[src/rtl/vxd_pkg.sv]
package vxd_pkg;
  localparam int ADDR_W = 16;

  localparam logic [ADDR_W-1:0] PORT_MISC_WR = 16'h03C2;
  localparam logic [ADDR_W-1:0] PORT_MISC_RD = 16'h03CC;
  localparam logic [ADDR_W-1:0] PORT_SEQ_IDX = 16'h03C4;
  localparam logic [ADDR_W-1:0] PORT_SEQ_DAT = 16'h03C5;
  localparam logic [ADDR_W-1:0] PORT_CRTC_IDX = 16'h03D4;
  localparam logic [ADDR_W-1:0] PORT_SETUP = 16'h46E8;
  localparam logic [ADDR_W-1:0] ALIAS_MONO = 16'h03B0;
  localparam logic [ADDR_W-1:0] ALIAS_COLOR = 16'h03D0;
  localparam logic [ADDR_W-1:0] ALIAS_FLIP = 16'h0060;
  localparam logic [ADDR_W-6:0] WINDOW_TAG = 11'h01E;

  typedef enum logic [2:0] {
    RD_NONE, RD_MISC, RD_SEQIDX, RD_EXTEN, RD_BANK, RD_CRTCIDX
  } rdSel_e;

  typedef struct packed {
    logic   wrMisc;
    logic   wrSeqIdx;
    logic   wrExtEn;
    logic   wrBank;
    logic   wrCrtcIdx;
    logic   wrSetup;
    rdSel_e rdSel;
  } ctrlStrobes_t;
endpackage

[src/rtl/vxd_ctrl.sv]
module vxd_ctrl
  import vxd_pkg::*;
#(
  parameter int IDX_W      = 8,
  parameter int EXT_BASE   = 128,
  parameter int EXT_EN_IDX = 6
) (
  input  logic [ADDR_W-1:0] portAddr,
  input  logic              wrEn,
  input  logic              colorMode,
  input  logic              decodeEn,
  input  logic              extOn,
  input  logic [IDX_W-1:0]  seqIdx,
  output ctrlStrobes_t      strobes
);
  logic [ADDR_W-1:0] blockBase;
  logic [ADDR_W-1:0] mappedAddr;
  logic              aliasHit;
  logic              inWindow;
  logic              isExtIdx;
  logic              isEnIdx;

  always_comb begin
    blockBase  = portAddr & 16'hFFF0;
    aliasHit   = (blockBase == ALIAS_MONO) || (blockBase == ALIAS_COLOR);
    mappedAddr = (aliasHit && !colorMode) ? (portAddr ^ ALIAS_FLIP) : portAddr;
    inWindow   = decodeEn && (mappedAddr[ADDR_W-1:5] == WINDOW_TAG);
    isExtIdx   = seqIdx >= IDX_W'(EXT_BASE);
    isEnIdx    = seqIdx == IDX_W'(EXT_EN_IDX);
  end

  always_comb begin
    strobes         = '0;
    strobes.rdSel   = RD_NONE;
    strobes.wrSetup = wrEn && (portAddr == PORT_SETUP);
    if (inWindow) begin
      unique case (mappedAddr)
        PORT_MISC_WR: strobes.wrMisc = wrEn;
        PORT_MISC_RD: strobes.rdSel = RD_MISC;
        PORT_SEQ_IDX: begin
          strobes.wrSeqIdx = wrEn;
          strobes.rdSel    = RD_SEQIDX;
        end
        PORT_SEQ_DAT: begin
          if (isEnIdx) begin
            strobes.wrExtEn = wrEn;
            strobes.rdSel   = RD_EXTEN;
          end else if (isExtIdx) begin
            strobes.wrBank = wrEn && extOn;
            strobes.rdSel  = RD_BANK;
          end
        end
        PORT_CRTC_IDX: begin
          strobes.wrCrtcIdx = wrEn;
          strobes.rdSel     = RD_CRTCIDX;
        end
        default: ;
      endcase
    end
  end
endmodule

[src/rtl/vxd_datapath.sv]
module vxd_datapath
  import vxd_pkg::*;
#(
  parameter int DATA_W       = 8,
  parameter int IDX_W        = 8,
  parameter int EXT_BASE     = 128,
  parameter int SETUP_EN_BIT = 3,
  parameter logic [DATA_W-1:0] MISC_RESET = 8'h01
) (
  input  logic              clk,
  input  logic              rst_n,
  input  logic              rdEn,
  input  logic [DATA_W-1:0] wrData,
  input  ctrlStrobes_t      strobes,
  output logic [DATA_W-1:0] misc,
  output logic [1:0]        clockSel,
  output logic              decodeEn,
  output logic [DATA_W-1:0] extEnable,
  output logic [IDX_W-1:0]  seqIdx,
  output logic [IDX_W-1:0]  crtcIdx,
  output logic              extOn,
  output logic [DATA_W-1:0] rdData,
  output logic              notClaimed
);
  localparam int EXT_DEPTH = (1 << IDX_W) - EXT_BASE;
  localparam int EXT_IDX_W = (EXT_DEPTH > 1) ? $clog2(EXT_DEPTH) : 1;

  logic [DATA_W-1:0]    bank [EXT_DEPTH];
  logic [IDX_W-1:0]     bankOffs;
  logic [EXT_IDX_W-1:0] bankSel;
  logic [DATA_W-1:0]    rdNext;

  assign extOn    = |extEnable;
  assign bankOffs = seqIdx - IDX_W'(EXT_BASE);
  assign bankSel  = bankOffs[EXT_IDX_W-1:0];

  always_ff @(posedge clk) begin
    if (!rst_n) begin
      misc      <= MISC_RESET;
      clockSel  <= '0;
      decodeEn  <= 1'b1;
      extEnable <= '0;
      seqIdx    <= '0;
      crtcIdx   <= '0;
    end else begin
      if (strobes.wrMisc) begin
        misc     <= wrData;
        clockSel <= wrData[3:2];
      end
      if (strobes.wrSetup)   decodeEn  <= wrData[SETUP_EN_BIT];
      if (strobes.wrExtEn)   extEnable <= wrData;
      if (strobes.wrSeqIdx)  seqIdx    <= wrData;
      if (strobes.wrCrtcIdx) crtcIdx   <= wrData;
    end
  end

  for (genvar g = 0; g < EXT_DEPTH; g++) begin : g_bank
    always_ff @(posedge clk) begin
      if (!rst_n)
        bank[g] <= '0;
      else if (strobes.wrBank && (bankSel == EXT_IDX_W'(g)))
        bank[g] <= wrData;
    end
  end

  always_comb begin
    unique case (strobes.rdSel)
      RD_MISC:    rdNext = misc;
      RD_SEQIDX:  rdNext = seqIdx;
      RD_EXTEN:   rdNext = extEnable;
      RD_BANK:    rdNext = extOn ? bank[bankSel] : '0;
      RD_CRTCIDX: rdNext = crtcIdx;
      default:    rdNext = '1;
    endcase
  end

  always_ff @(posedge clk) begin
    if (!rst_n) begin
      rdData     <= '0;
      notClaimed <= 1'b0;
    end else if (rdEn) begin
      rdData     <= rdNext;
      notClaimed <= (strobes.rdSel == RD_NONE);
    end
  end
endmodule

[src/rtl/vga_xreg_decoder.sv]
module vga_xreg_decoder
  import vxd_pkg::*;
#(
  parameter int DATA_W   = 8,
  parameter int IDX_W    = 8,
  parameter int EXT_BASE = 128
) (
  input  logic              clk,
  input  logic              rst_n,
  input  logic [15:0]       portAddr,
  input  logic [DATA_W-1:0] wrData,
  input  logic              wrEn,
  input  logic              rdEn,
  output logic [DATA_W-1:0] rdData,
  output logic              notClaimed,
  output logic [1:0]        clockSel
);
  ctrlStrobes_t      strobes;
  logic [DATA_W-1:0] misc;
  logic              decodeEn;
  logic [DATA_W-1:0] extEnable;
  logic [IDX_W-1:0]  seqIdx;
  logic [IDX_W-1:0]  crtcIdx;
  logic              extOn;

  vxd_ctrl #(.IDX_W(IDX_W), .EXT_BASE(EXT_BASE), .EXT_EN_IDX(6)) u_ctrl (
    .portAddr (portAddr),
    .wrEn     (wrEn),
    .colorMode(misc[0]),
    .decodeEn (decodeEn),
    .extOn    (extOn),
    .seqIdx   (seqIdx),
    .strobes  (strobes)
  );

  vxd_datapath #(.DATA_W(DATA_W), .IDX_W(IDX_W), .EXT_BASE(EXT_BASE),
                 .SETUP_EN_BIT(3), .MISC_RESET(8'h01)) u_dp (
    .clk       (clk),
    .rst_n     (rst_n),
    .rdEn      (rdEn),
    .wrData    (wrData),
    .strobes   (strobes),
    .misc      (misc),
    .clockSel  (clockSel),
    .decodeEn  (decodeEn),
    .extEnable (extEnable),
    .seqIdx    (seqIdx),
    .crtcIdx   (crtcIdx),
    .extOn     (extOn),
    .rdData    (rdData),
    .notClaimed(notClaimed)
  );
endmodule

[config.mk]
export PLATFORM = sky130hd
export DESIGN_NAME = vga_xreg_decoder
export DESIGN_NICKNAME = d
export VERILOG_FILES = /design/src/rtl/vxd_pkg.sv /design/src/rtl/vxd_ctrl.sv /design/src/rtl/vxd_datapath.sv /design/src/rtl/vga_xreg_decoder.sv
export SDC_FILE = /design/constraint.sdc
export NUM_CORES = 2
export LEC_CHECK = 0
export BUFFER_PORTS_ARGS = -buffer_cell sky130_fd_sc_hd__buf_2
export CAP_MARGIN = 10
export CORE_MARGIN = 8
export CORE_UTILIZATION = 35
export DETAILED_ROUTE_END_ITERATION = 8
export PLACE_DENSITY_LB_ADDON = 0.1
export SETUP_SLACK_MARGIN = 0.4
export SLEW_MARGIN = 20
export SYNTH_ARGS = -nofsm -noshare
export SYNTH_HDL_FRONTEND = slang
export SYNTH_SLANG_ARGS = --single-unit
[constraint.sdc]
create_clock -name clk -period 4.7 [get_ports clk]
set_input_delay 0.94 -clock clk [delete_from_list [all_inputs] [get_ports clk]]
set_output_delay 0.94 -clock clk [all_outputs]
set_load 0.02 [all_outputs]
# After elaboration in Yosys (flattened, before gate mapping)

Memories as Yosys holds them, arrays and structs flattened.
Index checks and enable logic that the tools add are counted.

Flip-flop bits (word level): 44
RAM bits: 1,024
Input port bits: 28
Output and inout port bits: 11
Word-level logic and storage cells: 947
Memories: 1

Memories:

| memory    | depth | bits a word | rd ports | clocked after memory_dff | wr ports | RTL line           | RTL |
|---|---|---|---|---|---|---|---|
| u_dp.bank | 128   | 8           | 1        | 0                        | 128      | vxd_datapath.sv:28 | `logic [DATA_W-1:0] bank [EXT_DEPTH];` |

Add/sub/neg operators: 1
Magnitude comparators: 1
Eq/ne operators: 142
Mux-type cells: 528
Bitwise operators: 129
Reductions and logical operators: 137

Operator list:

| cell                                                  | count |
|---|---|
| 2-to-1 mux 8 bit                                      | 129 |
| equality test 7 bit, second input constant            | 64 |
| 2-to-1 mux 1 bit                                      | 391 |
| equality test 7 x 6 -> 1 bit, second input constant   | 32 |
| logical AND 1 bit                                     | 132 |
| OR 1 bit                                              | 128 |
| equality test 7 x 5 -> 1 bit, second input constant   | 16 |
| equality test 16 x 10 -> 1 bit, second input constant | 5 |
| equality test 7 x 4 -> 1 bit, second input constant   | 8 |
| one-hot mux 8 bit (5 select lines)                    | 1 |
| equality test 7 x 3 -> 1 bit, second input constant   | 4 |
| equality test 12 x 6 -> 1 bit, second input constant  | 2 |
| equality test 16 x 15 -> 1 bit, second input constant | 1 |
| equality test 7 x 2 -> 1 bit, second input constant   | 2 |
| one-hot mux 3 bit (4 select lines)                    | 1 |
| equality test 11 x 5 -> 1 bit, second input constant  | 1 |
| 2-to-1 mux 3 bit                                      | 3 |
| equality test 8 x 3 -> 1 bit, second input constant   | 1 |
| >= comparator 8 bit, second input constant            | 1 |
| OR reduction 8 bit                                    | 1 |
| equality test 7 x 1 -> 1 bit, second input constant   | 1 |
| logical NOT 7 bit                                     | 1 |
| 2-to-1 mux 7 bit                                      | 1 |
| subtractor 7 x 1 -> 7 bit, second input constant      | 1 |
| 9 further kinds                                       | 11 |

# Longest topological paths before layout

Word-level depth: 12
Depth in mapped cells: 11
Mapped depth without buffers: 7

# Hierarchy

Synthesis repeated with hierarchy kept, for this count alone.

Cell total of the unflattened synthesis: 3,399
Area, all modules: 49,950.4 µm²

By module, submodules not included:

| module       | instances | cells each | area an instance (µm²) | seq. area each (µm²) |
|---|---|---|---|---|
| vxd_datapath | 1         | 3,357      | 49,585.1               | 31,730.4 |
| vxd_ctrl     | 1         | 42         | 365.4                  | 0.0 |

# Worst setup path after synthesis

Ideal clock, no wire load.

Path kind: input to register
From: in portAddr[13]
To: mem u_dp.bank[111][0] (enable)
Setup time: 0.384 ns
Arrival time: 3.363 ns
Data required time: 4.316 ns
Setup slack: 0.953 ns
Cell stages on the path: 9
Path buffers: 2
Path through: or4b_4 -> nor3b_2 -> and3_1 -> buf_6 -> nand3_1 -> nor2_1 -> nand3_1 -> clkbuf_1 -> o21ai_0

RTL lines:

| what        | RTL line               | RTL |
|---|---|---|
| from (decl) | vga_xreg_decoder.sv:10 | `input logic [15:0] portAddr,` |
| to (decl)   | vxd_datapath.sv:28     |  |

==> flow_summary.json <==
{
  "status": "finished clean",
  "p_sw_mw": 4.653,
  "grt_overflow": 0,
  "p_int_mw": 16.35,
  "via_per_inst": 5.811,
  "hpwl_um": 118500,
  "final_cells": 5392,
  "ys_seq_area_share_pct": 67.49,
  "grtUsageTotal_pct": 24.02,
  "cts_resized": 0,
  "finalNetCount": 3549,
  "first_iter_violations": 4306,
  "slew_violations": 0,
  "crit_buf_inv": 3,
  "holdPathStages": 2,
  "worstPathArrival_ns": 4.38,
  "cp_data_required_time_ns": 5.16,
  "drt-total-wl_um": 180800,
  "path_cells": "buf_2 -> or4b_4 -> nor3b_2 -> and3_1 -> nand3_1 -> nor2_1 -> buf_4 -> nand2_1 -> o21ai_0 -> buf_4",
  "cts.path.max_buffers": 3,
  "peakVddDrop_uv": 359.0,
  "synth_top_cell_by_area": "edfxtp_1",
  "coreArea_mm2": 0.1335,
  "cts.htree.levels": 3,
  "firstDrtPassIters": 5,
  "dp_cells": 5171,
  "seqPwrFrac_pct": 52.5,
  "start_kind": "input port",
  "ant_nets": 0,
  "setup_tns_ns": 0,
  "worstMarginPinSlew_ns": 1.101,
  "grt_max_degree": 129,
  "clk_pin_slew_ns": 0.06,
  "io_pins": 39,
  "setup_ws_ns": 0.7798,
  "ys_ff_latch": 1073,
  "cpMaxStageDelayCell": "nand2_1",
  "max_freq_mhz": 255.1,
  "placedInstanceArea_mm2": 0.05018,
  "fin_util_pct": 40.44,
  "hold_path_class": "register to register",
  "syn_avg_cell_area_um2": 13.74,
  "period_share_pct": 83.41,
  "grt_pass1_wl_um": 246800,
  "cts_tree": "yes",
  "p_clk_share_pct": 43.8,
  "area_growth_pct": 14.80,
  "power_density_mw_per_mm2": 389.2,
  "die_y_um": 382.5,
  "place.gp.congestion": 0.9004,
  "period_minus_slack_ns": 3.920,
  "path_max_fanout": 16,
  "clk_latency_ns": 0.76,
  "initial_core_util_pct": 35.23,
  "synth_most_common_cell": "nor2_1",
  "die_area_mm2": 0.1463,
  "timing.rr.end": "u_dp.rdData[6]",
  "p_leak_nw": 16.06,
  "port_buffers": 38,
  "hp-start": "u_dp.decodeEn",
  "crit_family": "simple AND/OR/NAND/NOR gates",
  "synthTopCellsByArea": "edfxtp_1 (65%), mux4_2 (12%), nor2_1 (8.8%), dfxtp_1 (2.1%), clkbuf_1 (1.7%)",
  "drive_above_1_share_pct": 19.46,
  "cts_buffers": 116,
  "synth-main-ff-cell": "edfxtp_1",
  "slew_headroom_pct": 26.42,
  "antenna_found_initial": 5,
  "die_w_um": 382.5,
  "synth_top_area_share_pct": 65.40,
  "hold_viol_final": 0,
  "cts_sinks": 1073,
  "rr_worst_depth": 7,
  "synth_common_cells": "nor2_1 (1103), edfxtp_1 (1024), mux4_2 (254)",
  "dp_slack_ns": 0.1577,
  "drc_errors": 0,
  "synth_edf_count": 1024,
  "rsz0062_at_grt": "false",
  "syn_nets": 3450,
  "finalClockSkew_ns": 0.04609,
  "via_count": 31335,
  "cts_root_buf": "clkbuf_16",
  "hold_end": "u_dp.decodeEn",
  "grt_pass1_vias": 30649,
  "synth_area_mm2": 0.04702,
  "ff2ff_setup_slack_ns": 1.04,
  "cts_setup_buffers": 0,
  "async_reset_ff_share_pct": 0,
  "cp_common_cell": "buf_4",
  "yosys_warnings": 0,
  "swShare_pct": 22.15,
  "drv_cap": 0,
  "p_comb_share_pct": 3.8,
  "setup_viol": 0,
  "wl_per_cell_um": 33.53,
  "ys_types": 64,
  "cts_hold_buf": 0,
  "end_kind": "register",
  "rows": 134,
  "worstSetupPathType": "input port to register",
  "max_stage_delay_ns": 0.66,
  "synthCells": 3422,
  "fin_area_mm2": 0.05397
}
## worst max-delay path by stage
stage / cells past startpoint / to / slack, ns / startpoint
final: 10 / u_dp.bank[87][4] / 0.78 / portAddr[13]
after global routing: 10 / u_dp.bank[87][1] / 0.76 / portAddr[4]
after global placement: 10 / u_dp.bank[84][4] / 0.15 / portAddr[13]
after CTS: 10 / u_dp.bank[88][1] / 0.95 / portAddr[13]
after floorplan: 9 / u_dp.bank[111][0] / 0.95 / portAddr[13]
after detailed placement: 10 / u_dp.bank[87][2] / 0.16 / portAddr[13]
## power by group through the flow
| stage | registers, mW | clock network (mW) | logic [mW] |
|---|---|---|---|
| after floorplan | 11.2 | 0 | 0.383 |
| final | 11.0 | 9.19 | 0.789 |
| after CTS | 11.0 | 9.33 | 0.791 |
| after global placement | 11.2 | 0 | 0.780 |
| after global routing | 11.1 | 9.65 | 0.819 |
| after detailed placement | 11.2 | 0 | 0.789 |
## through the flow
step                      hold slack, ns  power, mW
after global placement            0.4573      11.97
after CTS                         0.4784      21.15
final                             0.4750      21.00
after detailed placement          0.4651      12.01
after floorplan                   0.4365      11.55
after global routing              0.5235      21.52
## registers in the layout, indices dropped and copies added, names as in the netlist, named ones only
signal and flops:
u_dp.rdData 8, u_dp.misc 7, u_dp.crtcIdx 8, u_dp.notClaimed 1, u_dp.bank 1024, u_dp.decodeEn 1, u_dp.extEnable 8, u_dp.clockSel 1
u_dp.seqIdx 8
## kinds of logic after synthesis
group | after synthesis | synth area share, %
AO/OA/AOI/OAI | 298 | 3.875
buffers and inverters | 276 | 2.395
flip-flops | 1073 | 67.49
multiplexers | 341 | 14.04
AND/OR/NAND/NOR | 1434 | 12.20
## layout by cell type, fill, tap and decap left out, drive strengths merged, types with 7 or more instances in the layout
| master | Yosys | layout |
|---|---|---|
| a211oi | 9 | 9 |
| a21oi | 31 | 31 |
| a22o | 7 | 7 |
| a22oi | 28 | 28 |
| buf | 58 | 254 |
| bufinv | 0 | 11 |
| clkbuf | 215 | 139 |
| clkinv | 0 | 60 |
| clkinvlp | 0 | 7 |
| dfxtp | 49 | 49 |
| edfxtp | 1024 | 1024 |
| mux2 | 8 | 8 |
| mux2i | 79 | 79 |
| mux4 | 254 | 254 |
| nand2 | 187 | 187 |
| nand2b | 13 | 13 |
| nand3 | 30 | 30 |
| nand4 | 15 | 15 |
| nor2 | 1104 | 1104 |
| nor2b | 21 | 21 |
| nor3 | 21 | 21 |
| nor4 | 11 | 11 |
| o21ai | 155 | 155 |
| o22ai | 30 | 30 |
| or4 | 8 | 8 |
## layer usage
| layer | share of wire (%) | wire, um | vias up | global-route usage [%] |
|---|---|---|---|---|
| met4 | 3.9 | 7030 | 2 | 8.571 |
| met3 | 9.5 | 17100 | 344 | 5.097 |
| li1 | - | - | 12867 | - |
| met1 | 40 | 73200 | 16364 | 32.75 |
| met5 | 0.024 | 44 | - | 0.2314 |
| met2 | 46 | 83400 | 1758 | 38.00 |
## area by class of cell
| type | instances | area (um^2) |
|---|---|---|
| antenna | 2 | 5.005 |
| clock buffer | 139 | 3010 |
| clock inverter | 80 | 780.7 |
| fill | 12444 | 79490 |
| inverter | 3 | 11.26 |
| multi-input combinational | 2073 | 14240 |
| sequential | 1073 | 31750 |
| tap | 1768 | 2212 |
| timing repair buffer | 254 | 1964 |
## worst reg2reg max path: stages (launching register included)
cell       delay, ns
dfxtp_4         0.80
and2_1          0.91
a22o_1          0.39
a211oi_1        0.15
buf_4           0.20
o311a_1         0.41
a2111oi_4       0.50
o221a_1         0.25
Power figures use the tool's default switching activity.
